===== src/rtl/rom_rd_pkg.sv =====
package rom_rd_pkg;

    typedef enum logic [1:0] {
        ST_IDLE   = 2'd0,
        ST_HOLD   = 2'd1,
        ST_ACCESS = 2'd2
    } rd_state_e;

    // Round a nanosecond delay up to whole clock periods.
    function automatic int ns_to_cyc(input int ns, input int period_ns);
        return (ns + period_ns - 1) / period_ns;
    endfunction

    function automatic int imax(input int a, input int b);
        return (a > b) ? a : b;
    endfunction

endpackage


===== src/rtl/rom_ce_decode.sv =====
module rom_ce_decode #(
    parameter int NUM_DEV = 4,
    parameter int SEL_W   = 2
) (
    input  logic               clk,
    input  logic               rst_n,
    input  logic               en_d,
    input  logic [SEL_W-1:0]   sel_d,
    output logic [NUM_DEV-1:0] ce_n
);

    logic [NUM_DEV-1:0] hit_d;
    logic [NUM_DEV-1:0] ce_n_d;
    logic [NUM_DEV-1:0] ce_n_q;

    for (genvar i = 0; i < NUM_DEV; i++) begin : g_dec
        assign hit_d[i] = en_d && (sel_d == SEL_W'(i));
    end

    always_comb begin
        ce_n_d = ~hit_d;
    end

    always_ff @(posedge clk or negedge rst_n) begin
        if (!rst_n) ce_n_q <= '1;
        else        ce_n_q <= ce_n_d;
    end

    assign ce_n = ce_n_q;


    ce_onehot_chk: assert property (@(posedge clk) disable iff (!rst_n)
        $onehot0(~ce_n));

endmodule


===== src/rtl/rom_rel_timer.sv =====
module rom_rel_timer #(
    parameter int REL_CYC = 5,
    parameter int W       = 3
) (
    input  logic clk,
    input  logic rst_n,
    input  logic start,
    output logic clear
);

    logic [W-1:0] cnt_d, cnt_q;

    always_comb begin
        cnt_d = cnt_q;
        if (start)
            cnt_d = W'(REL_CYC);
        else if (cnt_q != '0)
            cnt_d = cnt_q - 1'b1;
    end

    always_ff @(posedge clk or negedge rst_n) begin
        if (!rst_n) cnt_q <= '0;
        else        cnt_q <= cnt_d;
    end

    // Clear one edge early: the edge that consumes clear is the REL-th edge.
    assign clear = (cnt_q <= W'(1));


    rel_fall_chk: assert property (@(posedge clk) disable iff (!rst_n)
        $fell(clear) |-> $past(start));

endmodule


===== src/rtl/rom_rd_ctrl.sv =====
module rom_rd_ctrl
    import rom_rd_pkg::*;
#(
    parameter int NUM_DEV       = 4,
    parameter int DEV_AW        = 18,
    parameter int DW            = 8,
    parameter int CLK_PERIOD_NS = 10,
    parameter int T_ADDR_NS     = 80,
    parameter int T_CE_NS       = 80,
    parameter int T_OE_NS       = 50,
    parameter int T_REL_NS      = 50,
    localparam int SEL_W        = (NUM_DEV > 1) ? $clog2(NUM_DEV) : 1,
    localparam int AW           = DEV_AW + SEL_W
) (
    input  logic               clk,
    input  logic               rst_n,
    input  logic               req_valid,
    output logic               req_ready,
    input  logic [AW-1:0]      req_addr,
    output logic               rsp_valid,
    output logic [DW-1:0]      rsp_data,
    output logic [DEV_AW-1:0]  rom_addr,
    output logic [NUM_DEV-1:0] rom_ce_n,
    output logic               rom_oe_n,
    input  logic [DW-1:0]      rom_dq_in
);

    localparam int ACC_NS   = imax(T_ADDR_NS, T_CE_NS);
    localparam int ACC_CYC  = ns_to_cyc(ACC_NS, CLK_PERIOD_NS);
    localparam int LEAD_CYC = ns_to_cyc(imax(ACC_NS - T_OE_NS, 0), CLK_PERIOD_NS);
    localparam int OE_CYC   = ns_to_cyc(T_OE_NS, CLK_PERIOD_NS);
    localparam int DONE_CYC = imax(ACC_CYC, LEAD_CYC + OE_CYC);
    localparam int REL_CYC  = ns_to_cyc(T_REL_NS, CLK_PERIOD_NS);
    localparam int CNT_W    = $clog2(DONE_CYC + 2);
    localparam int REL_W    = $clog2(REL_CYC + 2);
    localparam logic [CNT_W-1:0] DONE_T = CNT_W'(DONE_CYC);
    localparam logic [CNT_W-1:0] OE_AT  = CNT_W'((LEAD_CYC > 0) ? LEAD_CYC - 1 : 0);
    localparam logic             OE_NOW = (LEAD_CYC == 0);

    typedef struct packed {
        rd_state_e          st;
        logic [CNT_W-1:0]   t;
        logic [SEL_W-1:0]   dev;
        logic [SEL_W-1:0]   last_dev;
        logic [DEV_AW-1:0]  addr;
        logic               ce_on;
        logic               oe_on;
        logic               rv;
        logic [DW-1:0]      rd;
    } ctl_s;

    ctl_s             d, q;
    logic             rel_start;
    logic             rel_clear;
    logic [SEL_W-1:0] req_dev;

    assign req_dev = req_addr[AW-1:DEV_AW];

    always_comb begin
        d         = q;
        d.rv      = 1'b0;
        rel_start = 1'b0;
        unique case (q.st)
            ST_IDLE: begin
                if (req_valid) begin
                    d.addr = req_addr[DEV_AW-1:0];
                    d.dev  = req_dev;
                    if (req_dev == q.last_dev || rel_clear) begin
                        d.st       = ST_ACCESS;
                        d.ce_on    = 1'b1;
                        d.oe_on    = OE_NOW;
                        d.t        = '0;
                        d.last_dev = req_dev;
                    end else begin
                        d.st = ST_HOLD;
                    end
                end
            end
            ST_HOLD: begin
                if (rel_clear) begin
                    d.st       = ST_ACCESS;
                    d.ce_on    = 1'b1;
                    d.oe_on    = OE_NOW;
                    d.t        = '0;
                    d.last_dev = q.dev;
                end
            end
            ST_ACCESS: begin
                if (q.t == DONE_T) begin
                    d.rd      = rom_dq_in;
                    d.rv      = 1'b1;
                    d.ce_on   = 1'b0;
                    d.oe_on   = 1'b0;
                    d.st      = ST_IDLE;
                    rel_start = 1'b1;
                end else begin
                    d.t = q.t + 1'b1;
                    if (!OE_NOW && q.t == OE_AT)
                        d.oe_on = 1'b1;
                end
            end
            default: d.st = ST_IDLE;
        endcase
    end

    always_ff @(posedge clk or negedge rst_n) begin
        if (!rst_n) begin
            q          <= '0;
            q.st       <= ST_IDLE;
        end else begin
            q <= d;
        end
    end

    rom_ce_decode #(
        .NUM_DEV (NUM_DEV),
        .SEL_W   (SEL_W)
    ) u_dec (
        .clk   (clk),
        .rst_n (rst_n),
        .en_d  (d.ce_on),
        .sel_d (d.dev),
        .ce_n  (rom_ce_n)
    );

    rom_rel_timer #(
        .REL_CYC (REL_CYC),
        .W       (REL_W)
    ) u_rel (
        .clk   (clk),
        .rst_n (rst_n),
        .start (rel_start),
        .clear (rel_clear)
    );

    assign req_ready = (q.st == ST_IDLE);
    assign rsp_valid = q.rv;
    assign rsp_data  = q.rd;
    assign rom_addr  = q.addr;
    assign rom_oe_n  = ~q.oe_on;

    // Checker state: edges since the output enable last rose, and the last selected mask.
    localparam int GAP_W = $clog2(REL_CYC + 2);
    logic [GAP_W-1:0]   gap_q;
    logic [NUM_DEV-1:0] last_mask_q;

    always_ff @(posedge clk or negedge rst_n) begin
        if (!rst_n) begin
            gap_q       <= GAP_W'(REL_CYC);
            last_mask_q <= '0;
        end else begin
            if (!rom_oe_n)                    gap_q <= '0;
            else if (gap_q < GAP_W'(REL_CYC)) gap_q <= gap_q + 1'b1;
            if (rom_ce_n != '1)               last_mask_q <= ~rom_ce_n;
        end
    end


    oe_sel_chk: assert property (@(posedge clk) disable iff (!rst_n)
        !rom_oe_n |-> ($countones(~rom_ce_n) == 1));


    cap_oe_chk: assert property (@(posedge clk) disable iff (!rst_n)
        rsp_valid |-> $past(!rom_oe_n));


    rsp_pulse_chk: assert property (@(posedge clk) disable iff (!rst_n)
        rsp_valid |=> !rsp_valid);


    idle_standby_chk: assert property (@(posedge clk) disable iff (!rst_n)
        req_ready |-> ((&rom_ce_n) && rom_oe_n));


    addr_hold_chk: assert property (@(posedge clk) disable iff (!rst_n)
        (!rom_oe_n && $past(!rom_oe_n)) |-> ($stable(rom_addr) && $stable(rom_ce_n)));


    rel_gap_chk: assert property (@(posedge clk) disable iff (!rst_n)
        ((rom_ce_n != '1) && ($past(rom_ce_n) == '1) && ((~rom_ce_n) != last_mask_q))
        |-> (gap_q >= GAP_W'(REL_CYC)));

endmodule


===== config.mk =====
export PLATFORM = sky130hd
export DESIGN_NAME = rom_rd_ctrl
export DESIGN_NICKNAME = d
export VERILOG_FILES = /design/src/rtl/rom_rd_pkg.sv /design/src/rtl/rom_ce_decode.sv /design/src/rtl/rom_rel_timer.sv /design/src/rtl/rom_rd_ctrl.sv
export SDC_FILE = /design/constraint.sdc
export NUM_CORES = 1
export LEC_CHECK = 0
export BUFFER_PORTS_ARGS = -buffer_cell sky130_fd_sc_hd__buf_2
export CAP_MARGIN = 20
export CORE_ASPECT_RATIO = 1.5
export CORE_MARGIN = 2
export CORE_UTILIZATION = 25
export CTS_CLUSTER_DIAMETER = 100
export DETAILED_ROUTE_END_ITERATION = 12
export GPL_ROUTABILITY_DRIVEN = 0
export GPL_TIMING_DRIVEN = 0
export SYNTH_ARGS = -nofsm -noshare
export SYNTH_HDL_FRONTEND = slang
export SYNTH_SLANG_ARGS = --single-unit

===== constraint.sdc =====
create_clock -name clk -period 1.9 [get_ports clk]
set_clock_uncertainty 0.05 [all_clocks]
set_input_delay 0.095 -clock clk [delete_from_list [all_inputs] [get_ports clk]]
set_output_delay 0.095 -clock clk [all_outputs]
set_load 0.03 [all_outputs]

==> results.md <==
* Status: finished, final reports clean
* P_leak at ~1.6 nW
* Slowest cell on crit path: dfrtp_1
* Reg clk slew, reported paths at roughly 60 ps
* Async set-or-reset flop fraction in the synthesized netlist at 1.00
* Routed WL at just over 5000 um
* Hold EP: u_dec.ce_n[2]
* Largest net degree at the start of global routing at 47
* Max-cap viol count at 0
* Area Growth Syn to Fin at 46.5%
* First-pass GRT wire length at ~8100 um
* Critical-path cell list: inv_2, ha_4, or2b_1, o211ai_1, o22ai_2, buf_6, a221o_1
* Layout Nets at around 360
* Flop-to-flop setup slack at 50 ps
* Commonest non-fill, non-tap cell in the layout: buf_2
* Yosys reg bits at between 40 and 50
* DPL Wire Length at 3350 um
* Layout Utilization at 0.378
* Cells after Synth at ~210
* CTS tree: done
* Min Tclk post-route at about 1800 ps
* Number of global-route vias before repair at approximately 1900
* Crit end category: flop
* Min-Delay Path Class: in -> reg
* Area of the mapped netlist at 2290 sq um
* CTS Sinks at 46
* Clock Root Buffer: clkbuf_16
* Synthesized Nets at approximately 250
* Initial DRC Count at 28
* Slew HR at 0.732
* Total track usage at 0.107
* Core area at 8880 sq um
* Number of synthesized flops with an enable pin at 0
* H-tree depth at 2
* F_max at 542 MHz
* Worst hold start: req_addr[18]
* Max Root-Sink Buffers at 2
* Vias at 1805
* Worst reg2reg path depth at 7
* Power per cell area at approximately 1700 nW/um^2
* Die Area at roughly 10000 sq um
* Vias per cell at between 4 and 5
* Final antenna-violating net count at 0
* RSZ-0062 raised after global routing: true
* IO Count at 64
* Initial Util at 0.258
* # diodes at 0
* CTS Buf Count at 5
* Mean post-synth cell area at 11.0 sq um
* Max Transition Viols Final at 0
* IO Port Bufs at between 60 and 70
* CP Class: reg -> reg
* Crit-path max cell delay at 390 ps
* Critical path required time at 2020 ps
* Worst-Margin Slew at roughly 400 ps
* Reg2reg start: q[38]
* Hold Fails Final Rpt at 0
* Clk_lat worst skew at ~290 ps
* Initial antenna violation count at 0
* Most frequent cells in the layout: buf_2 (63), dfrtp_1 (40), buf_4 (37), nand2_1 (33), dlygate4sd3_1 (27)
* Die H at approximately 120 um
* Syn. warnings at 0
* Ys flop type: dfrtp_1
* Worst-path fanout max at 4
* Placed Instance Area at roughly 2700 sq um
* FF-to-FF End: q[36]
* GR Overflow Total at 0
* Post-route cell area at about 3400 sq um
* Crit path DAT at 1970 ps
* Wire per inst at about 12 um
* Peak VDD IR at 0.000734 V
* Final period util at 0.972
* Seq/Total Area, Yosys at 0.505
* Site Rows at 42
* Setup Viol. Count Final at 0
* Cell variety after synth at 40
* Fin Hold WS at between 100 and 150 ps
* Share of post-route cells with drive strength above 1 at 0.487
* Crit start category: flop
* Chip Width at ~82 um
* DR DRC count at 0
* Worst Hold Path Cells at 3
* Router iterations before antenna repair at 4
worst max-delay path, delay by kind of cell, from the launching register on:
family / cells / cell delay (ps)
adders and majority gates: 1 / 140
DFF: 1 / 390
buffers and inverters: 2 / 260
AOI/OAI and AO/OA: 3 / 660
and+or+nand+nor: 1 / 240
kinds of logic after synthesis:
logic type,Yosys count,share of synthesized area
AND/OR/NAND/NOR,57,0.112
buffers and inverters,43,0.118
adder cells (fa/ha/maj),10,0.0546
AO/OA/AOI/OAI,25,0.0825
XOR/XNOR,3,0.0115
multiplexers,24,0.116
flip-flops,46,0.505
repair_timing:
action / 4_1_cts / 5_1_grt
setup buffers: 2 / 7
endpoints found under the setup margin: 16 / 31
hold buffers: 27 / 0
endpoints found under the hold margin: 50 / 0
resized for setup: 6 / 18
pin swaps: 2 / 9
through the flow:
step / setup TNS, ps / total power [W] / setup slack [ps] / std cells
global placement: -169 / 0.00433 / -108 / 381
floorplan: 0 / 0.00378 / 95.0 / 208
CTS: 0 / 0.00556 / 0.00400 / 418
detailed placement: -410 / 0.00441 / -145 / 381
finish: 0 / 0.00576 / 54.1 / 426
global route: -74.3 / 0.00618 / -31.2 / 426
power by group:
group | internal [W] | leakage [nW] | switching (W)
Sequential | 0.00143 | 0.554 | 0.000243
Clock | 0.000620 | 0.0760 | 0.000380
Combinational | 0.00144 | 0.975 | 0.00165
flip-flops by register name, summed over array words and instances, names as in the netlist, named ones only:
register	flops
u_dec.ce_n	4
q	11
u_rel.cnt_q	3
rsp_valid	1
rom_addr	18
rsp_data	8
worst max-delay path by stage:
stage | cells past startpoint | to | startpoint | slack [ps]
3_5_place_dp | 8 | q[36] | q[38] | -140
2_1_floorplan | 6 | rom_addr[0] | q[37] | 100
4_1_cts | 6 | q[36] | u_rel.cnt_q[0] | 0.004
5_1_grt | 7 | q[36] | q[37] | -30
6_report | 7 | q[36] | q[38] | 50
3_3_place_gp | 7 | q[33] | u_rel.cnt_q[1] | -110
Yosys cell counts, types with 2 or more instances:
| master | instances | area [sq um] |
|---|---|---|
| mux2_2 | 21 | 236 |
| dfrtp_1 | 42 | 1050 |
| buf_4 | 26 | 195 |
| mux2i_1 | 3 | 30.0 |
| xnor2_1 | 3 | 26.3 |
| a22oi_1 | 2 | 15.0 |
| nor3_1 | 2 | 10.0 |
| ha_1 | 10 | 125 |
| nor2_1 | 6 | 22.5 |
| a21oi_1 | 3 | 15.0 |
| dfstp_2 | 4 | 105 |
| nand2_1 | 33 | 124 |
| buf_2 | 3 | 15.0 |
| inv_1 | 11 | 41.3 |
| a22o_1 | 2 | 17.5 |
| o21ai_0 | 4 | 20.0 |
| nor3b_1 | 2 | 15.0 |
| o211ai_1 | 3 | 22.5 |
| nand3_1 | 7 | 35.0 |
final cells by class:
class	instances	area, sq um
fill	854	5530
sequential	46	1160
multi-input combinational	119	928
timing repair buffer	100	677
buffer	31	234
tap	110	138
clock buffer	5	125
inverter	12	48.8
clock inverter	3	45.0
routing by layer:
metal  vias up  GRT usage  routed length (um)
met1       866      0.110                1960
li1        883          -                   -
met3         8     0.0275                 239
met4         0     0.0469                  95
met2        48      0.197                2860
met5         -          0                   0
Power figures use the tool's default switching activity.
